--- config.mk ---
export PLATFORM = sky130hd
export DESIGN_NAME = mlp_capsw
export DESIGN_NICKNAME = d
export VERILOG_FILES = /design/src/rtl/mlp_pkg.sv /design/src/rtl/mlp_wrom.sv /design/src/rtl/mlp_mac.sv /design/src/rtl/mlp_post.sv /design/src/rtl/mlp_capsw.sv
export SDC_FILE = /design/constraint.sdc
export NUM_CORES = 2
export LEC_CHECK = 0
export CORE_AREA = 2 2 303 305
export DETAILED_ROUTE_END_ITERATION = 8
export DIE_AREA = 0 0 305 307
export GPL_ROUTABILITY_DRIVEN = 0
export GPL_TIMING_DRIVEN = 0
export SYNTH_ARGS = -nofsm -noshare
export SYNTH_HDL_FRONTEND = slang
export SYNTH_SLANG_ARGS = --single-unit
--- constraint.sdc ---
create_clock -name clk -period 25 [get_ports clk]
set_clock_uncertainty 0.15 [all_clocks]
set_input_delay 5 -clock clk [delete_from_list [all_inputs] [get_ports clk]]
set_output_delay 5 -clock clk [all_outputs]
set_load 0.05 [all_outputs]
--- src/rtl/mlp_pkg.sv ---
`timescale 1ns/1ps
package mlp_pkg;
    localparam int DW    = 16;
    localparam int AW    = 40;
    localparam int FRAC  = 14;
    localparam int N_IN  = 4;
    localparam int N_OUT = 4;

    typedef logic signed [DW-1:0] samp_t;
    typedef logic signed [AW-1:0] acc_t;

    typedef enum logic [1:0] {
        ST_IDLE = 2'd0,
        ST_MAC  = 2'd1,
        ST_WB   = 2'd2
    } st_e;

    // Weight generator: pseudo-trained coefficient in [-0.5, +0.5] (Q1.14)
    function automatic samp_t wgt(int l, int i, int j, int seed);
        int h;
        int v;
        h = l * 97 + i * 31 + j * 17 + i * j * 5 + seed * 7;
        v = (h % 33) - 16;
        return samp_t'(v * 512);
    endfunction
endpackage

--- src/rtl/mlp_wrom.sv ---
`timescale 1ns/1ps
module mlp_wrom
    import mlp_pkg::*;
#(
    parameter int N_H1   = 4,
    parameter int N_H2   = 20,
    parameter int W_SEED = 3,
    parameter int MAXV   = 20,
    parameter int IW     = 5
) (
    input  logic [1:0]    lay,
    input  logic [IW-1:0] row,
    input  logic [IW-1:0] col,
    output samp_t         w
);
    function automatic int din(int l);
        case (l)
            0:       return N_IN;
            1:       return N_H1;
            default: return N_H2;
        endcase
    endfunction

    function automatic int dout(int l);
        case (l)
            0:       return N_H1;
            1:       return N_H2;
            default: return N_OUT;
        endcase
    endfunction

    samp_t tab [3][MAXV][MAXV];

    for (genvar gl = 0; gl < 3; gl++) begin : g_l
        for (genvar gi = 0; gi < MAXV; gi++) begin : g_i
            for (genvar gj = 0; gj < MAXV; gj++) begin : g_j
                if (gi < din(gl) && gj < dout(gl)) begin : g_on
                    assign tab[gl][gi][gj] = wgt(gl, gi, gj, W_SEED);
                end else begin : g_off
                    assign tab[gl][gi][gj] = '0;
                end
            end
        end
    end

    assign w = tab[lay][row][col];
endmodule

--- src/rtl/mlp_mac.sv ---
`timescale 1ns/1ps
module mlp_mac
    import mlp_pkg::*;
(
    input  logic  clk,
    input  logic  rst_n,
    input  logic  clr,
    input  logic  en,
    input  samp_t a,
    input  samp_t b,
    output acc_t  acc
);
    acc_t acc_d, acc_q;

    always_comb begin
        acc_d = acc_q;
        if (clr) begin
            acc_d = '0;
        end else if (en) begin
            acc_d = acc_q + acc_t'(a) * acc_t'(b);
        end
    end

    always_ff @(posedge clk or negedge rst_n) begin
        if (!rst_n) acc_q <= '0;
        else        acc_q <= acc_d;
    end

    assign acc = acc_q;
endmodule

--- src/rtl/mlp_post.sv ---
`timescale 1ns/1ps
module mlp_post
    import mlp_pkg::*;
(
    input  acc_t  acc,
    input  logic  hidden,
    output samp_t q
);
    localparam acc_t RND  = acc_t'(2 ** (FRAC - 1));
    localparam acc_t SMAX = acc_t'(2 ** (DW - 1) - 1);
    localparam acc_t SMIN = -acc_t'(2 ** (DW - 1));
    localparam acc_t CMAX = acc_t'(2 ** FRAC);
    localparam acc_t CMIN = -acc_t'(2 ** FRAC);

    acc_t sh;
    acc_t lim;

    always_comb begin
        sh  = (acc + RND) >>> FRAC;
        lim = sh;
        if (sh > SMAX) lim = SMAX;
        if (sh < SMIN) lim = SMIN;
        if (hidden) begin
            if (lim > CMAX) lim = CMAX;
            if (lim < CMIN) lim = CMIN;
        end
        q = samp_t'(lim);
    end
endmodule

--- src/rtl/mlp_capsw.sv ---
`timescale 1ns/1ps
module mlp_capsw
    import mlp_pkg::*;
#(
    parameter int                      N_H1   = 4,
    parameter int                      N_H2   = 20,
    parameter int                      W_SEED = 3,
    parameter logic [N_OUT*DW-1:0]     THRESH = 64'h0800_F000_0400_0000
) (
    input  logic              clk,
    input  logic              rst_n,
    input  logic              start,
    input  logic signed [15:0] in_p,
    input  logic signed [15:0] in_q,
    input  logic signed [15:0] in_vnear,
    input  logic signed [15:0] in_vfar,
    output logic [3:0]        cap_word,
    output logic              done
);
    function automatic int max2(int a, int b);
        return (a > b) ? a : b;
    endfunction

    localparam int         MAXV    = max2(max2(N_IN, N_H1), max2(N_H2, N_OUT));
    localparam int         IW      = $clog2(MAXV);
    localparam int         OW      = $clog2(N_OUT);
    localparam logic [1:0] LAST    = 2'd2;
    localparam int         LATENCY = N_H1 * (N_IN + 1) + N_H2 * (N_H1 + 1) + N_OUT * (N_H2 + 1);

    function automatic int lay_in(logic [1:0] l);
        case (l)
            2'd0:    return N_IN;
            2'd1:    return N_H1;
            default: return N_H2;
        endcase
    endfunction

    function automatic int lay_out(logic [1:0] l);
        case (l)
            2'd0:    return N_H1;
            2'd1:    return N_H2;
            default: return N_OUT;
        endcase
    endfunction

    typedef struct packed {
        st_e                         st;
        logic [1:0]                  lay;
        logic [IW-1:0]               ii;
        logic [IW-1:0]               jj;
        logic [MAXV-1:0][DW-1:0]     src;
        logic [MAXV-1:0][DW-1:0]     dst;
        logic [N_OUT-1:0]            shadow;
        logic [N_OUT-1:0]            word;
        logic                        done;
    } regs_t;

    regs_t r_d, r_q;

    logic  mac_clr, mac_en;
    samp_t w_cur, x_cur, post_q, thr_j;
    acc_t  acc;

    mlp_wrom #(
        .N_H1  (N_H1),
        .N_H2  (N_H2),
        .W_SEED(W_SEED),
        .MAXV  (MAXV),
        .IW    (IW)
    ) u_wrom (
        .lay(r_q.lay),
        .row(r_q.ii),
        .col(r_q.jj),
        .w  (w_cur)
    );

    assign x_cur = samp_t'(r_q.src[r_q.ii]);

    mlp_mac u_mac (
        .clk  (clk),
        .rst_n(rst_n),
        .clr  (mac_clr),
        .en   (mac_en),
        .a    (x_cur),
        .b    (w_cur),
        .acc  (acc)
    );

    mlp_post u_post (
        .acc   (acc),
        .hidden(r_q.lay != LAST),
        .q     (post_q)
    );

    assign thr_j = samp_t'(THRESH[int'(r_q.jj[OW-1:0]) * DW +: DW]);

    always_comb begin
        r_d      = r_q;
        r_d.done = 1'b0;
        mac_clr  = 1'b0;
        mac_en   = 1'b0;
        case (r_q.st)
            ST_IDLE: begin
                if (start) begin
                    r_d.src    = '0;
                    r_d.src[0] = in_p;
                    r_d.src[1] = in_q;
                    r_d.src[2] = in_vnear;
                    r_d.src[3] = in_vfar;
                    r_d.lay    = 2'd0;
                    r_d.ii     = '0;
                    r_d.jj     = '0;
                    r_d.st     = ST_MAC;
                    mac_clr    = 1'b1;
                end
            end
            ST_MAC: begin
                mac_en = 1'b1;
                if (r_q.ii == IW'(lay_in(r_q.lay) - 1)) begin
                    r_d.st = ST_WB;
                end else begin
                    r_d.ii = r_q.ii + 1'b1;
                end
            end
            ST_WB: begin
                mac_clr          = 1'b1;
                r_d.ii           = '0;
                r_d.dst[r_q.jj]  = post_q;
                if (r_q.lay == LAST) begin
                    r_d.shadow[r_q.jj[OW-1:0]] = (post_q > thr_j);
                end
                if (r_q.jj == IW'(lay_out(r_q.lay) - 1)) begin
                    r_d.jj = '0;
                    if (r_q.lay == LAST) begin
                        r_d.word = r_d.shadow;
                        r_d.done = 1'b1;
                        r_d.st   = ST_IDLE;
                    end else begin
                        r_d.src = r_d.dst;
                        r_d.lay = r_q.lay + 1'b1;
                        r_d.st  = ST_MAC;
                    end
                end else begin
                    r_d.jj = r_q.jj + 1'b1;
                    r_d.st = ST_MAC;
                end
            end
            default: r_d.st = ST_IDLE;
        endcase
    end

    always_ff @(posedge clk or negedge rst_n) begin
        if (!rst_n) r_q <= '0;
        else        r_q <= r_d;
    end

    assign cap_word = r_q.word;
    assign done     = r_q.done;

    // completion strobe lasts one cycle
    a_r8_done_single: assert property (@(posedge clk) disable iff (!rst_n)
        done |=> !done);

    // switching word only moves together with done
    a_r10_word_hold: assert property (@(posedge clk) disable iff (!rst_n)
        1'b1 |=> (done || $stable(cap_word)));

    // a run, once begun, continues until its final writeback regardless of start
    a_r9_stay_busy: assert property (@(posedge clk) disable iff (!rst_n)
        (r_q.st != ST_IDLE &&
         !(r_q.st == ST_WB && r_q.lay == LAST && r_q.jj == IW'(N_OUT - 1)))
        |=> (r_q.st != ST_IDLE));

    // layer walk stays inside the active matrix dimensions
    a_r5_index_range: assert property (@(posedge clk) disable iff (!rst_n)
        (r_q.st == ST_MAC) |-> (int'(r_q.ii) < lay_in(r_q.lay)) &&
                               (int'(r_q.jj) < lay_out(r_q.lay)));

    // hidden values leaving the post stage lie within +/-1.0
    a_r4_hidden_clamp: assert property (@(posedge clk) disable iff (!rst_n)
        (r_q.st == ST_WB && r_q.lay != LAST) |->
        (post_q <= samp_t'(2 ** FRAC)) && (post_q >= -samp_t'(2 ** FRAC)));

    // done never rises unless the final layer has just been written back
    a_r8_done_source: assert property (@(posedge clk) disable iff (!rst_n)
        (r_q.st == ST_MAC) |=> !done);

    if (LATENCY < 1) begin : g_bad
        initial $display("unexpected latency %0d", LATENCY);
    end
endmodule

==> results.toml <==
[run_status]
outcome = "finished, violations left"
violations = "design-rule violations, max-capacitance violations, max-slew violations"

[sta]
max_slew_margin_pct = -7.96
fin_tns_setup_ns = 0
worst_pin_slew_ns = 1.61
grt_setup_unrepaired = "false"
layout_worst_path_cycle_share_pct = 53.0
finalSetupViolations = 0
layout_min_cycle_time_ns = 13.24
finalHoldViolations = 0
clock.fmax_ghz = 0.0755
whs_ns = 0.326
layout_setup_ws_ns = 11.76
drv_slew = 36

[critical_path]
critPathSlowestCell = "clkbuf_1"
cp.required_ns = 25.41
worstRegToRegCells = 38
crit_buf_inv = 9
r2r_end = "u_mac.acc[38]"
worstPathMaxFanout = 10
crit_path_start_kind = "flip-flop"
reg2reg_slack_ns = 11.76
path_class = "reg2reg"
crit_path_max_incr_delay_ns = 1.17
arrival_ns = 13.65
endpoint_kind = "flip-flop"
crit_cells = 38
cp_common_cell = "fa_1"
critical-path-top-delay-family = "adder cells"
timing.rr.start = "r_q[655]"

[floorplan]
placement_rows = 111
core_area_sq_mm = 0.0907
start_util_pct = 44.4
top_level_ports = 72
die_w_microns = 305
die_h_microns = 307
die_area_sq_mm = 0.0936

[logic_synthesis]
synth-seq-cells = 693
ys.flop_type = "dfrtp_1"
synth_async_sr_flop_share_pct = 100
yosys-top-cells-area = "dfrtp_1 43%, o21ai_0 9.5%, nand2_1 7.1%"
synthAdderAreaFrac_pct = 8.25
syn-cell-area_sq_mm = 0.0403
synth-xor-area-share_pct = 1.64
synth_top_family_by_area = "compound AO/OA/AOI/OAI gates"
synth_top_area_share_pct = 43.0
synth.mux.area_fraction_pct = 5.17
syn_area_per_cell_sq_um = 8.84
synth-edff-count = 0
synthSimpleGateAreaFrac_pct = 14.2
yosysSeqAreaShare_pct = 43.0
synth_compound_area_share_pct = 22.3
ys_types = 92
synth_warnings = 0
synth_fp_nets = 4836
syn-instance-count = 4555
synth_top_cell_by_area = "dfrtp_1"

[min_path]
holdPathEnd = "r_q[375]"
holdCritPathClass = "reg2reg"
min_from = "r_q[375]"
whs_path_depth = 2

[clocking]
hold_buffers = 0
clk_latency_ns = 0.67
path_clk_slew_ns = 0.06
htreeDepth = 3
cts_buffer_depth = 3
post_cts_buffers = 0
cts.repair.resized = 0
cts_sinks = 693
cts_tree = "yes"
cts_root_buffer = "clkbuf_16"
cts_buffers = 79

[global_route]
grtUsageTotal_pct = 34.1
antenna_found_initial = 9
grt_max_degree = 113
overflow = 0
grt_pass1_vias = 35397
grt_first_pass_wirelength_microns = 237000

[detailed_routing]
postRouteWirelength_microns = 161000
wl_per_cell_microns = 27.1
ant_nets = 0
dr.pass1.iters = 9
vias = 37489
drt_iter0_drc = 5153
via_per_inst = 6.29
drc = 20

[finish]
fillers = 8632
multi_input_area_sq_mm = 0.0208
drive_above_1_share_pct = 6.87
seq_area_sq_mm = 0.0173
finalNetCount = 4995
areaGrowthSynthToFinish_pct = 12.7

[run]
cap_violations = 5

[placed_design]
place_ws_ns = 12.27
place_hpwl_microns = 117000
io_buffers = 71
## tightest hold or removal path, stage by stage, from the launching register on
cell,delay (ns)
dfrtp_1,0.33
nand2_1,0.05
o21ai_0,0.06
## flip-flops by register name, summed over array words and instances (netlist names)
| register | flops |
|---|---|
| r_q | 657 |
| done | 1 |
| u_mac.acc | 31 |
| cap_word | 4 |
## layout by cell type, fill, tap and decap left out, drive strengths merged, types with 39 or more instances in the layout
cell	count
ha	128
buf	71
xnor2	53
nand3	71
clkdlybuf4s50	70
inv	156
fa	86
and3	56
o21ai	791
nand2	764
a21oi	574
dfrtp	693
clkbuf	434
a221oi	47
nor3	39
nor2	244
mux4	83
## metrics by stage
| stage | instance area, sq um | std cells | util [%] |
|---|---|---|---|
| 5_1_grt | 45400 | 5961 | 50.1 |
| 4_1_cts | 45400 | 5961 | 50.1 |
| 2_1_floorplan | 40300 | 4555 | - |
| 3_5_place_dp | 42700 | 5819 | 47.0 |
| 6_report | 45400 | 5963 | 50.1 |
| 3_3_place_gp | 42500 | 5812 | 46.8 |
## kinds of logic (layout without fill, tap and decap cells)
logic type | count (synthesis) | after routing
multiplexers | 104 | 104
AO/OA/AOI/OAI | 1627 | 1627
other | 0 | 2
flip-flops | 693 | 693
buffers and inverters | 539 | 759
XOR/XNOR | 73 | 73
adder cells (fa/ha/maj) | 214 | 214
AND/OR/NAND/NOR | 1305 | 1305
## cells in the mapped netlist (all sizes together), types with 16 or more instances
cell and instances:
nor3 39, nand4 17, o2111ai 16, fa 86
a21o 28, a221oi 47, and3 56, nor2 244
inv 153, buf 63, o21ai 791, a211oi 26
mux2i 17, xnor2 53, nand2 764, a21oi 574
nand3 71, nor2b 28, nand2b 28, mux4 83
or3 16, xor2 19, dfrtp 693, clkbuf 320
a31oi 27, ha 128
## cell type report
cell class	instances	area share, %
Buffer	383	3.47
Inverter	156	1.29
Timing Repair Buffer	78	1.97
Clock inverter	28	0.882
Multi-Input combinational cell	3323	45.8
Tap cell	1186	3.27
Clock buffer	114	5.13
Sequential cell	693	38.2
Antenna cell	2	0.0110
## routing by layer
layer  wire, microns  global-route usage (%)  part of all wire, %  vias up
met3           18500                    9.48                   11      520
met1           63700                    45.7                   39    18486
met4           11100                    20.0                  6.8        4
li1                -                       -                    -    16271
met2           68200                    49.3                   42     2208
met5              26                       0                0.016        -
## how the worst max path moves through the flow
| stage | slack [ns] | startpoint | endpoint |
|---|---|---|---|
| 4_1_cts | 12.19 | r_q[654] | u_mac.acc[38] |
| 5_1_grt | 11.26 | r_q[655] | u_mac.acc[38] |
| 3_5_place_dp | 12.27 | r_q[654] | u_mac.acc[38] |
| 3_3_place_gp | -13.78 | rst_n | r_q[128] |
| 6_report | 11.76 | r_q[655] | u_mac.acc[38] |
| 2_1_floorplan | 15.17 | r_q[654] | u_mac.acc[38] |
Power is not shown: default switching activity piles up to over one toggle a cycle in this logic, so the estimate is an artifact.
